### config.mk
export PLATFORM = sky130hd
export DESIGN_NAME = audio_serial_port
export DESIGN_NICKNAME = d
export VERILOG_FILES = /design/src/rtl/asp_pkg.sv /design/src/rtl/asp_clkgen.sv /design/src/rtl/asp_edge.sv /design/src/rtl/asp_engine.sv /design/src/rtl/audio_serial_port.sv
export SDC_FILE = /design/constraint.sdc
export NUM_CORES = 1
export LEC_CHECK = 0
export BUFFER_PORTS_ARGS = -buffer_cell sky130_fd_sc_hd__buf_2
export CAP_MARGIN = 30
export CELL_PAD_IN_SITES_DETAIL_PLACEMENT = 2
export CELL_PAD_IN_SITES_GLOBAL_PLACEMENT = 2
export CORE_MARGIN = 5
export CORE_UTILIZATION = 25
export DETAILED_ROUTE_END_ITERATION = 10
export PLACE_DENSITY = 0.67
export SLEW_MARGIN = 15
export SYNTH_ARGS = -nofsm -noshare
export SYNTH_HDL_FRONTEND = slang
export SYNTH_SLANG_ARGS = --single-unit
### constraint.sdc
create_clock -name clk -period 5.2 [get_ports clk]
set_input_delay 0.52 -clock clk [delete_from_list [all_inputs] [get_ports clk]]
set_output_delay 0.52 -clock clk [all_outputs]
set_load 0.01 [all_outputs]
### src/rtl/asp_pkg.sv
package asp_pkg;

    typedef enum logic [1:0] {
        FMT_PULSE   = 2'd0,
        FMT_MSB_LSB = 2'd1,
        FMT_MSB     = 2'd2,
        FMT_DELAY1  = 2'd3
    } fmt_e;

endpackage

### src/rtl/asp_clkgen.sv
module asp_clkgen #(
    parameter int HALF_DIV = 4,
    parameter int SLOTS    = 32
) (
    input  logic          clk,
    input  logic          rst_n,
    input  logic          en,
    input  asp_pkg::fmt_e fmt,
    output logic          bclk,
    output logic          lrck
);
    localparam int HC_W = $clog2(4 * SLOTS);
    localparam int DV_W = (HALF_DIV > 1) ? $clog2(HALF_DIV) : 1;

    typedef struct packed {
        logic [DV_W-1:0] div;
        logic [HC_W-1:0] hc;
        logic            lr;
    } gen_t;

    gen_t gen_d, gen_q;
    logic [HC_W-1:0] hc_n;

    always_comb begin
        gen_d = gen_q;
        hc_n  = gen_q.hc;
        if (!en) begin
            gen_d = '0;
        end else if (gen_q.div == DV_W'(HALF_DIV - 1)) begin
            gen_d.div = '0;
            hc_n = (gen_q.hc == HC_W'(4 * SLOTS - 1)) ? '0 : gen_q.hc + 1'b1;
            gen_d.hc = hc_n;
            if (!hc_n[0]) begin
                case (fmt)
                    asp_pkg::FMT_PULSE:  gen_d.lr = (hc_n < HC_W'(2));
                    asp_pkg::FMT_DELAY1: gen_d.lr = (hc_n >= HC_W'(2 * SLOTS));
                    default:             gen_d.lr = (hc_n < HC_W'(2 * SLOTS));
                endcase
            end
        end else begin
            gen_d.div = gen_q.div + 1'b1;
        end
    end

    always_ff @(posedge clk) begin
        if (!rst_n) gen_q <= '0;
        else        gen_q <= gen_d;
    end

    assign bclk = gen_q.hc[0];
    assign lrck = gen_q.lr;

    // frame clock moves only together with a falling bit clock
    p_frame_edge_r10: assert property (@(posedge clk) disable iff (!rst_n)
        (en && $past(en) && (gen_q.lr != $past(gen_q.lr)))
            |-> (!gen_q.hc[0] && $past(gen_q.hc[0])));

endmodule

### src/rtl/asp_edge.sv
module asp_edge (
    input  logic clk,
    input  logic rst_n,
    input  logic bclk,
    input  logic lrck,
    input  logic sdti,
    output logic rise,
    output logic fall,
    output logic lr,
    output logic lr_chg,
    output logic lr_rise,
    output logic sd
);
    typedef struct packed {
        logic [2:0] bc;
        logic [2:0] lc;
        logic [1:0] sd;
    } sync_t;

    sync_t sy_d, sy_q;

    always_comb begin
        sy_d    = sy_q;
        sy_d.bc = {sy_q.bc[1:0], bclk};
        sy_d.lc = {sy_q.lc[1:0], lrck};
        sy_d.sd = {sy_q.sd[0], sdti};
    end

    always_ff @(posedge clk) begin
        if (!rst_n) sy_q <= '0;
        else        sy_q <= sy_d;
    end

    assign rise    = sy_q.bc[1] & ~sy_q.bc[2];
    assign fall    = ~sy_q.bc[1] & sy_q.bc[2];
    assign lr      = sy_q.lc[1];
    assign lr_chg  = sy_q.lc[1] ^ sy_q.lc[2];
    assign lr_rise = sy_q.lc[1] & ~sy_q.lc[2];
    assign sd      = sy_q.sd[1];

endmodule

### src/rtl/asp_engine.sv
module asp_engine #(
    parameter int DW = 16,
    parameter int CW = 8
) (
    input  logic          clk,
    input  logic          rst_n,
    input  asp_pkg::fmt_e fmt,
    input  logic          bckp,
    input  logic          msbs,
    input  logic          rise,
    input  logic          fall,
    input  logic          lr,
    input  logic          lr_chg,
    input  logic          lr_rise,
    input  logic          sdti,
    input  logic [DW-1:0] tx_left,
    input  logic [DW-1:0] tx_right,
    output logic          sdto,
    output logic [DW-1:0] rx_left,
    output logic [DW-1:0] rx_right,
    output logic          rx_valid
);
    localparam int BW = $clog2(DW);

    typedef struct packed {
        logic          armed;
        logic          active;
        logic          chan;
        logic [CW-1:0] h;
        logic [DW-1:0] sh;
        logic [DW-1:0] txl;
        logic [DW-1:0] txr;
        logic [DW-1:0] rxl;
        logic [DW-1:0] rxr;
        logic          valid;
        logic          sdto;
    } eng_t;

    eng_t st_d, st_q;

    logic          is_pulse, start, evt, act, nchan, in_range, keep;
    logic [CW-1:0] h_now, off, rel;
    logic [CW-2:0] k;
    logic [DW-1:0] txl_n, txr_n, word, sh_n;

    always_comb begin
        st_d       = st_q;
        st_d.valid = 1'b0;
        is_pulse   = (fmt == asp_pkg::FMT_PULSE);
        evt        = rise | fall;
        start      = 1'b0;
        nchan      = (fmt == asp_pkg::FMT_DELAY1) ? lr : ~lr;
        txl_n      = st_q.txl;
        txr_n      = st_q.txr;

        // where a channel or frame begins
        if (is_pulse) begin
            if (lr_rise) begin
                st_d.armed  = 1'b1;
                st_d.active = 1'b0;
            end else if (st_q.armed && rise) begin
                start = 1'b1;
            end
        end else begin
            start = fall & lr_chg;
        end

        act   = start | (st_q.active & ~(is_pulse & lr_rise));
        h_now = start ? '0 :
                ((st_q.h == {CW{1'b1}}) ? st_q.h : st_q.h + 1'b1);

        if (start) begin
            st_d.active = 1'b1;
            st_d.armed  = 1'b0;
            st_d.h      = '0;
            if (is_pulse) begin
                st_d.chan = 1'b0;
                txl_n     = tx_left;
                txr_n     = tx_right;
            end else begin
                if (st_q.active) begin
                    if (st_q.chan) begin
                        st_d.rxr   = st_q.sh;
                        st_d.valid = 1'b1;
                    end else begin
                        st_d.rxl   = st_q.sh;
                    end
                end
                st_d.chan = nchan;
                if (!nchan) begin
                    txl_n = tx_left;
                    txr_n = tx_right;
                end
            end
        end else if (evt && st_q.active) begin
            st_d.h = h_now;
        end
        st_d.txl = txl_n;
        st_d.txr = txr_n;

        // half-edge position relative to the first launch
        if (is_pulse)                          off = CW'(bckp) + CW'(msbs);
        else if (fmt == asp_pkg::FMT_DELAY1)   off = CW'(2);
        else                                   off = '0;
        rel      = h_now - off;
        k        = rel[CW-1:1];
        in_range = is_pulse ? (k < (CW-1)'(2 * DW)) : (k < (CW-1)'(DW));
        word     = is_pulse ? (k[BW] ? txr_n : txl_n)
                            : (st_d.chan ? txr_n : txl_n);
        sh_n     = {st_q.sh[DW-2:0], sdti};
        keep     = in_range | (fmt == asp_pkg::FMT_MSB_LSB);

        if (act && evt && (h_now >= off)) begin
            if (!rel[0]) begin
                st_d.sdto = in_range ? word[BW'(DW - 1) - k[BW-1:0]] : 1'b0;
            end else if (keep) begin
                st_d.sh = sh_n;
                if (is_pulse && (k == (CW-1)'(DW - 1))) begin
                    st_d.rxl = sh_n;
                end
                if (is_pulse && (k == (CW-1)'(2 * DW - 1))) begin
                    st_d.rxr   = sh_n;
                    st_d.valid = 1'b1;
                end
            end
        end
    end

    always_ff @(posedge clk) begin
        if (!rst_n) st_q <= '0;
        else        st_q <= st_d;
    end

    assign sdto     = st_q.sdto;
    assign rx_left  = st_q.rxl;
    assign rx_right = st_q.rxr;
    assign rx_valid = st_q.valid;

    // delivery strobe never lasts two cycles
    p_valid_single_r9: assert property (@(posedge clk) disable iff (!rst_n)
        st_q.valid |=> !st_q.valid);

    // a word is delivered only in response to a serial clock edge
    p_commit_on_edge_r9: assert property (@(posedge clk) disable iff (!rst_n)
        st_q.valid |-> $past(rise || fall));

    // serial output changes only after a bit-clock edge was seen
    p_sdto_on_edge_r3: assert property (@(posedge clk) disable iff (!rst_n)
        (st_q.sdto != $past(st_q.sdto)) |-> $past(rise || fall));

    // a pending pulse-framing start never coexists with a running frame
    p_armed_idle_r6: assert property (@(posedge clk) disable iff (!rst_n)
        st_q.armed |-> !st_q.active);

endmodule

### src/rtl/audio_serial_port.sv
module audio_serial_port #(
    parameter int DW       = 16,
    parameter int HALF_DIV = 4,
    parameter int SLOTS    = 32,
    parameter int CW       = 8
) (
    input  logic          clk,
    input  logic          rst_n,
    input  logic          master,
    input  logic [1:0]    fmt,
    input  logic          bckp,
    input  logic          msbs,
    input  logic          bclk_i,
    input  logic          lrck_i,
    output logic          bclk_o,
    output logic          lrck_o,
    input  logic          sdti,
    output logic          sdto,
    input  logic [DW-1:0] tx_left,
    input  logic [DW-1:0] tx_right,
    output logic [DW-1:0] rx_left,
    output logic [DW-1:0] rx_right,
    output logic          rx_valid
);
    asp_pkg::fmt_e fmt_e;
    logic gen_b, gen_l, bclk_s, lrck_s;
    logic e_rise, e_fall, e_lr, e_lr_chg, e_lr_rise, e_sd;

    assign fmt_e = asp_pkg::fmt_e'(fmt);

    asp_clkgen #(.HALF_DIV(HALF_DIV), .SLOTS(SLOTS)) u_gen (
        .clk(clk), .rst_n(rst_n), .en(master), .fmt(fmt_e),
        .bclk(gen_b), .lrck(gen_l)
    );

    assign bclk_o = master & gen_b;
    assign lrck_o = master & gen_l;
    assign bclk_s = master ? gen_b : bclk_i;
    assign lrck_s = master ? gen_l : lrck_i;

    asp_edge u_edge (
        .clk(clk), .rst_n(rst_n), .bclk(bclk_s), .lrck(lrck_s), .sdti(sdti),
        .rise(e_rise), .fall(e_fall), .lr(e_lr), .lr_chg(e_lr_chg),
        .lr_rise(e_lr_rise), .sd(e_sd)
    );

    asp_engine #(.DW(DW), .CW(CW)) u_eng (
        .clk(clk), .rst_n(rst_n), .fmt(fmt_e), .bckp(bckp), .msbs(msbs),
        .rise(e_rise), .fall(e_fall), .lr(e_lr), .lr_chg(e_lr_chg),
        .lr_rise(e_lr_rise), .sdti(e_sd),
        .tx_left(tx_left), .tx_right(tx_right),
        .sdto(sdto), .rx_left(rx_left), .rx_right(rx_right), .rx_valid(rx_valid)
    );

endmodule

# Word-level counts from Yosys, hierarchy flattened
# Cells that the tools add are included.
# classes
n_shift,0
eq_ne,7
mul,0
muxes,40
bitwise,21
magnitude_cmp,7
reduce_logical,17
n_div,0
addsub,6
# ops
operator,count
16-bit two-way mux,11
33-bit two-way mux,5
17-bit two-way mux,2
34-bit two-way mux,1
8-bit two-way mux,3
1-bit two-way mux,13
2-bit AND reduction,5
1-bit inverter,9
"8-bit by 1-bit adder with 8-bit output, second input constant",1
1-bit bitwise AND,8
"8-bit == test, second input constant",1
8-bit greater-or-equal comparator,1
8-bit subtractor,1
"7-bit by 1-bit adder with 7-bit output, second input constant",1
"7-bit by 4-bit == test with 1-bit output, second input constant",1
"7-bit by 5-bit == test with 1-bit output, second input constant",1
"7-bit == test, second input constant",1
"7-bit greater-or-equal comparator, second input constant",1
"7-bit by 2-bit < comparator with 1-bit output, second input constant",1
"7-bit by 5-bit < comparator with 1-bit output, second input constant",1
"7-bit by 6-bit < comparator with 1-bit output, second input constant",1
"7-bit < comparator, second input constant",1
7-bit two-way mux,1
1-bit logical AND,6
16 further kinds,21
# totals
mem_bits_ro,0
n_memories,0
ramBits,0
latchBits,0
regBits,111
wordCells,115
output_inout_bits,36

# Depth between registers and ports, before layout
# Gate-level depths: netlist of the first run.
# depth
depth_word,15
ltp_mapped,20

# Modules after synthesis
# A second synthesis of the first run with hierarchy kept.
# unflattened
hier_cells,619
hier_area_um2,5925.7
# modules_own_cells
mod,n_inst,cells_per_inst,area_each_um2
asp_engine,1,525,5062.4
asp_clkgen,1,69,583.1
asp_edge,1,21,242.7
audio_serial_port,1,4,37.5

# Worst setup path after synthesis of the first run
# Ideal clock, no wire load.
# synth_timing
path_kind,input to register
startpoint,input fmt[0]
endpoint,"register u_eng.st_q, in the netlist u_eng.sdto"
stages,16
setup_slack_ps,1065
arrival_time_ps,4076
setup_time_ps,59
cell_sequence,inv_1 > ha_1 > buf_4 > or3b_4 > nand2_2 > buf_1 > nor2_1 > fa_1 > clkbuf_1 > buf_1 > clkbuf_1 > o221ai_1 > o311ai_0 > o311ai_0 > a31oi_1 > a31o_1
# synth_rtl
item,line_no,text
"start, declared",audio_serial_port.sv:10,"input logic [1:0] fmt,"
2-bit logical NOT *,asp_engine.sv:49,is_pulse = (fmt == asp_pkg::FMT_PULSE);
1-bit two-way mux *,asp_engine.sv:57,if (is_pulse) begin
8-bit two-way mux *,asp_engine.sv:69,h_now = start ? '0 :
via u_eng.h_now[1],asp_engine.sv:42,"logic [CW-1:0] h_now, off, rel;"
"parallel branches: the longest is 6 deep, another holds 8-bit subtractor",--,
"end signal, assigned",asp_engine.sv:131,else st_q <= st_d;
"end, declared",asp_engine.sv:39,"eng_t st_d, st_q;"
# Mark *: on every way through the listed nets, which the timed path passes. The select of a mux whose other input is x is not followed.
# A chain may end at the register's enable or synchronous reset.

# Final worst setup path of the first run
# layout_timing
startpoint,register u_eng.st_q[82] in the netlist's numbering
endpoint,"register u_eng.st_q, in the netlist u_eng.rx_right[5]"
# layout_between
elab_chain_len,10
# layout_rtl
item,line_no,text
8-bit by 1-bit adder with 8-bit output or 8-bit == test (tied branches),asp_engine.sv:70,((st_q.h == {CW{1'b1}}) ? st_q.h : st_q.h + 1'b1);
8-bit two-way mux *,asp_engine.sv:70,
8-bit two-way mux *,asp_engine.sv:69,
8-bit subtractor,asp_engine.sv:105,rel = h_now - off;
7-bit by 5-bit < comparator with 1-bit output (tied with other cells),asp_engine.sv:107,in_range = is_pulse ? (k < (CW-1)'(2 * DW)) : (k < (CW-1)'(DW));
1-bit two-way mux or 1-bit logical AND (tied branches),"asp_engine.sv:107, asp_engine.sv:121",
1-bit bitwise OR or 17-bit two-way mux (tied branches),"asp_engine.sv:111, asp_engine.sv:121",
33-bit two-way mux,asp_engine.sv:116,end else if (keep) begin
33-bit two-way mux,asp_engine.sv:114,if (!rel[0]) begin
34-bit two-way mux *,asp_engine.sv:113,if (act && evt && (h_now >= off)) begin
# Every way passes the cells marked *; elsewhere a longest branch is shown, timed or not.

==> flow_metrics.env, run 1 <==
export IMPL_outcome="completed"
export IMPL_finalHoldViolations=0
export IMPL_cp_data_arrival_time_ps=4890
export IMPL_setup_tns_ps=0
export IMPL_cts_hold_buf=0
export IMPL_start_util_pct=25.1
export IMPL_cts_repair_resized=0
export IMPL_place_congestion=0.818
export IMPL_port_buffers=77
export IMPL_pre_cts_ws_ps=440
export IMPL_area_growth_syn_to_layout_pct=11.3
export IMPL_tightest_slew_ps=896
export IMPL_synth_nets=842
export IMPL_core_um2=26700
export IMPL_drive_gt1_share_pct=21.1
export IMPL_fp_dieH_um=174
export IMPL_synth_seq_cells=111
export IMPL_placed_cell_area_um2=7140
export IMPL_grt_max_degree=51
export IMPL_p_leak_nw=2.83
export IMPL_diodes=0
export IMPL_synthDistinctLibCells=86
export IMPL_path_cells="ha_1 > nand2_1 > nor2_1 > and3_1 > xnor2_1 > nand2_1 > ha_1 > inv_1 > fa_1 > inv_1 > or4b_1 > mux2i_1 > a32o_2 > and4b_1 > nand2_2 > nor2_1 > a211oi_2"
export IMPL_fin_util_pct=28.0
export IMPL_synth_top_area_cell="dfxtp_1"
export IMPL_p_total_mw=1.75
export IMPL_clk_insertion_delay_late_ps=370
export IMPL_ant_nets=0
export IMPL_whs_ps=358
export IMPL_max_cap_viol_count=0
export IMPL_cp_top_family="simple AND/OR/NAND/NOR gates"
export IMPL_post_drt_wl_per_cell_um=18.5
export IMPL_peakVddDrop_mv=0.139
export IMPL_crit_path_end_kind="flop"
export IMPL_cts_htree_levels=3
export IMPL_fillCellCount=3105
export IMPL_yosysMostFrequentCell="dfxtp_1"
export IMPL_ys_seq_area_share_pct=33.1
export IMPL_grt_pass1_vias=6251
export IMPL_root_buffer="clkbuf_16"
export IMPL_fin_nets=858
export IMPL_setup_viol=0
export IMPL_grt_usage_pct=14.2
export IMPL_cp_slowest_stage_delay_ps=550
export IMPL_rsz0062_at_grt="no"
export IMPL_syn_avg_cell_area_um2=8.55
export IMPL_rr_startpoint="u_eng.st_q[82]"
export IMPL_finalWorstPathRequiredPeriod_ps=4660
export IMPL_cts_sinks=111
export IMPL_dp_cells=1131
export IMPL_hold_path_class="input port to flop"
export IMPL_cts_tree="built"
export IMPL_synth_edf_count=0
export IMPL_die_x_um=174
export IMPL_layout_worst_path_cycle_share_pct=89.7
export IMPL_crit_path_start="u_eng.st_q[82]"
export IMPL_overflow=0
export IMPL_hpwlAfterDp_um=15600
export IMPL_synth_common_cells="dfxtp_1, nor2_1, nand2_1"
export IMPL_synth_async_sr_flop_share_pct=0
export IMPL_fin_cells=1148
export IMPL_required_ps=5420
export IMPL_drt_iter0_markers=221
export IMPL_rows=60
export IMPL_vias_per_cell=5.03
export IMPL_slowest_stage="or4b_1"
export IMPL_cts_setup_buffers=0
export IMPL_grt_pass1_wl_um=35000
export IMPL_cts_buffers=9
export IMPL_slew_headroom_pct=40.3
export IMPL_postSynthCellCount=786
export IMPL_p_per_area_nw_per_um2=235
export IMPL_num_vias=5775
export IMPL_dieArea_um2=30200
export IMPL_slew_viol_final=0
export IMPL_ios=78
export IMPL_clk_path_buf_depth=2
export IMPL_drt_total_wl_um=21200
export IMPL_clk_pin_slew_worst_paths_ps=90
export IMPL_cp_max_fo=33
export IMPL_clock_skew_ps=9.56
export IMPL_cp_start_kind="flop"
export IMPL_synth_flop_cell="dfxtp_1"
export IMPL_worst_slack_ps=535
export IMPL_max_freq_mhz=214
export IMPL_path_class="flop to flop"
export IMPL_yosysWarnings=0
export IMPL_design_area_um2=7470
export IMPL_yosys_area_top_type_share_pct=33.1
export IMPL_hold_start="sdti"
export IMPL_drc_errors=0
export IMPL_netlist_area_um2=6720
export IMPL_synth_area_top_cells="dfxtp_1, mux2i_1, nor2_1"
export IMPL_drt_pass1_iter_count=4
export IMPL_antenna_found_initial=0
export IMPL_path_buf_inv=2
## registers in the layout, summed over array words and instances (netlist names)
| signal | flops |
|---|---|
| u_gen.gen_q | 8 |
| u_gen.bclk | 1 |
| u_eng.rx_right | 16 |
| u_eng.sh_n | 15 |
| u_eng.sdto | 1 |
| u_gen.lrck | 1 |
| u_edge.sy_d | 4 |
| u_eng.rx_left | 16 |
| u_edge.lr | 1 |
| u_eng.rx_valid | 1 |
| u_edge.sy_q | 2 |
| u_eng.st_q | 44 |
| u_edge.sd | 1 |
## per-layer routing
metal,track usage [%],up-vias,routed length [um]
met2,25.2,68,10600
met5,0,-,0
met3,2.28,16,496
met4,3.23,0,272
li1,-,2821,-
met1,18.2,2870,9920
## cell usage in the layout, fill, tap and decap left out, drive strengths merged, types with 6 or more instances in the layout
cell type / Yosys / layout
nand3: 12 / 12
nor2: 97 / 97
nand2: 95 / 95
and3: 8 / 8
dfxtp: 111 / 111
nand2b: 6 / 6
nand4: 8 / 8
a21oi: 66 / 66
and2: 14 / 14
o21ai: 17 / 17
a211o: 6 / 6
o221ai: 7 / 7
a211oi: 36 / 36
nor3: 17 / 17
a31oi: 6 / 6
mux2i: 72 / 72
buf: 60 / 91
ha: 13 / 13
inv: 18 / 21
clkbuf: 26 / 9
## power breakdown
| group | internal (mW) | switching [mW] | leakage [nW] |
|---|---|---|---|
| sequential | 0.852 | 0.00168 | 0.895 |
| combinational | 0.0530 | 0.0891 | 1.78 |
| clock | 0.353 | 0.405 | 0.154 |
## path summary, 6_finish.rpt
kind / to / slack, ps / cells past startpoint
worst max-delay path: u_eng.rx_right[5] / 540 / 17
worst min-delay path: u_edge.sy_d[1] / 360 / 2
worst max register to register: u_eng.rx_right[5] / 540 / 17
worst min register to register: u_edge.sy_d[7] / 430 / 1
## cell families after synthesis
group                      after synthesis  synth area share, %
muxes                                   81                 13.1
DFF                                    111                 33.1
buffers and inverters                  104                 8.49
adders and majority gates               14                 2.72
AOI/OAI and AO/OA                      185                 20.9
xor gates and xnor gates                 9                 1.56
and+or+nand+nor                        282                 20.2
## layout make-up
cell class                      instances  area, um2  area share (%)
Clock buffer                            9        225            3.01
Multi-Input combinational cell        571       3940            52.6
Timing Repair Buffer                   91        503            6.73
Inverter                               18       68.8           0.921
Tap cell                              341        427            5.71
Clock inverter                          7       93.8            1.26
Sequential cell                       111       2220            29.7
(Power assumes the default switching activity.)
==> inputs of run 2 (changes only) <==
- BUFFER_PORTS_ARGS: -buffer_cell sky130_fd_sc_hd__buf_2 -> not set
- CORE_MARGIN: 5 -> not set
- DONT_BUFFER_PORTS: not set -> 1
- PLACE_DENSITY: 0.67 -> 0.62
==> run 2 against run 1 <==
The run now ends with design-rule violations left. Via count down 3.8%. Sequential share of layout area is 1.8 points higher. Fmax is 0.55% higher. Total power decreased by 2.6%. Utilization down 1.1 points. Global-route usage increased by 0.85 points. Largest power group unchanged.
==> flow_metrics.env, run 2 (synthesized netlist as in run 1, its figures left out) <==
export IMPL_setup_viol=0
export IMPL_cts_buffers=9
export IMPL_overflow=0
export IMPL_antenna_found_initial=1
export IMPL_path_class="flop to flop"
export IMPL_violations="design-rule violations"
export IMPL_hold_start="rst_n"
export IMPL_cts_tree="built"
export IMPL_hpwlAfterDp_um=14700
export IMPL_drt_iter0_markers=278
export IMPL_drt_total_wl_um=20400
export IMPL_dp_cells=1046
export IMPL_crit_path_start="u_eng.st_q[82]"
export IMPL_diodes=0
export IMPL_rr_startpoint="u_eng.st_q[82]"
export IMPL_cp_data_arrival_time_ps=4870
export IMPL_cts_sinks=111
export IMPL_top_register="u_eng.st_q"
export IMPL_fin_nets=778
export IMPL_drive_gt1_share_pct=12.4
export IMPL_clk_insertion_delay_late_ps=370
export IMPL_cts_hold_buf=0
export IMPL_area_growth_syn_to_layout_pct=4.88
export IMPL_grt_max_degree=45
export IMPL_p_leak_nw=2.44
export IMPL_cp_start_kind="flop"
export IMPL_rows=59
export IMPL_die_x_um=166
export IMPL_layout_worst_path_cycle_share_pct=89.2
export IMPL_fp_dieH_um=166
export IMPL_cts_repair_resized=0
export IMPL_vias_per_cell=5.23
export IMPL_final_common_cell="dfxtp_1"
export IMPL_cts_htree_levels=3
export IMPL_num_vias=5556
export IMPL_drt_pass1_iter_count=8
export IMPL_root_buffer="clkbuf_16"
export IMPL_tightest_slew_ps=747
export IMPL_hold_path_class="input port to flop"
export IMPL_clk_path_buf_depth=2
export IMPL_place_congestion=0.770
export IMPL_drc_errors=7
export IMPL_rsz0062_at_grt="no"
export IMPL_fillCellCount=3000
export IMPL_cp_max_fo=16
export IMPL_max_freq_mhz=216
export IMPL_dieArea_um2=27500
export IMPL_setup_tns_ps=0
export IMPL_ios=78
export IMPL_clk_pin_slew_worst_paths_ps=90
export IMPL_fin_cells=1062
export IMPL_grt_pass1_vias=5790
export IMPL_largest_register_ff_count=44
export IMPL_max_cap_viol_count=0
export IMPL_post_drt_wl_per_cell_um=19.2
export IMPL_clock_skew_ps=13.4
export IMPL_p_total_mw=1.71
export IMPL_ant_nets=0
export IMPL_core_um2=26200
export IMPL_required_ps=5430
export IMPL_slew_headroom_pct=50.1
export IMPL_finalWorstPathRequiredPeriod_ps=4640
export IMPL_slew_viol_final=0
export IMPL_outcome="finished, violations left"
export IMPL_crit_path_end_kind="flop"
export IMPL_grt_usage_pct=15.1
export IMPL_start_util_pct=25.6
export IMPL_grt_pass1_wl_um=33000
export IMPL_peakVddDrop_mv=0.175
export IMPL_p_per_area_nw_per_um2=243
export IMPL_finalHoldViolations=0
export IMPL_final_cell_mix="dfxtp_1, nor2_1, nand2_1"
export IMPL_fin_util_pct=26.9
export IMPL_cts_setup_buffers=0
export IMPL_port_buffers=0
[run 2: cell count changes in the layout (fill, tap and decap cells not counted), sizes merged]
cell and delta:
buf -80, clkinv -1, inv +1
[run 2: worst max-delay path, stage by stage, from the launching register on]
cell and delay, ps:
dfxtp_1 430, ha_1 320, nand2_1 130, nor2_1 280, and3_1 330, xnor2_1 170
nand2_1 110, ha_1 190, inv_1 70, fa_1 340, inv_1 180, or4b_1 540
mux2i_1 150, a32o_2 230, o21ai_2 80, a21oi_4 620, mux2i_1 270, nor2_1 60
[run 2: final timing paths]
check | endpoint | slack [ps] | cells after the start
max reg2reg | u_eng.sh_n[2] | 560 | 17
min reg2reg | u_edge.sd | 440 | 1
max | u_eng.sh_n[2] | 560 | 17
min | u_edge.sd | 280 | 1
[run 2: metal layers]
metal / vias to the layer above / part of all wire, % / GRT usage (%)
li1: 2663 / - / -
met1: 2772 / 47 / 19.4
met2: 101 / 47 / 25.3
met3: 18 / 5.1 / 3.62
met4: 2 / 1.0 / 3.45
met5: - / 0.039 / 0
[run 2: cell type report]
cell class	instances	area, um2	area share [%]
multi-input cells	571	3940	55.9
clock inverters	7	83.8	1.19
clock buffers	9	225	3.20
repair buffers	11	90.1	1.28
inverters	18	68.8	0.977
flip-flops and latches	111	2220	31.5
well taps	335	419	5.95
[run 2: per-stage QoR]
stage | setup slack, ps | hold WS [ps] | instance area, um2
after floorplan | 1070 | 404 | 6720
final | 561 | 276 | 7040
after detailed placement | 598 | 421 | 6740
after CTS | 570 | 260 | 7040
after global placement | 675 | 415 | 6720
after global routing | 174 | 256 | 7040
[run 2: where the power goes]
group          internal (mW)  switching, mW  total (mW)
registers              0.852        0.00169       0.854
logic                 0.0394         0.0754       0.115
clock network          0.349          0.391       0.740
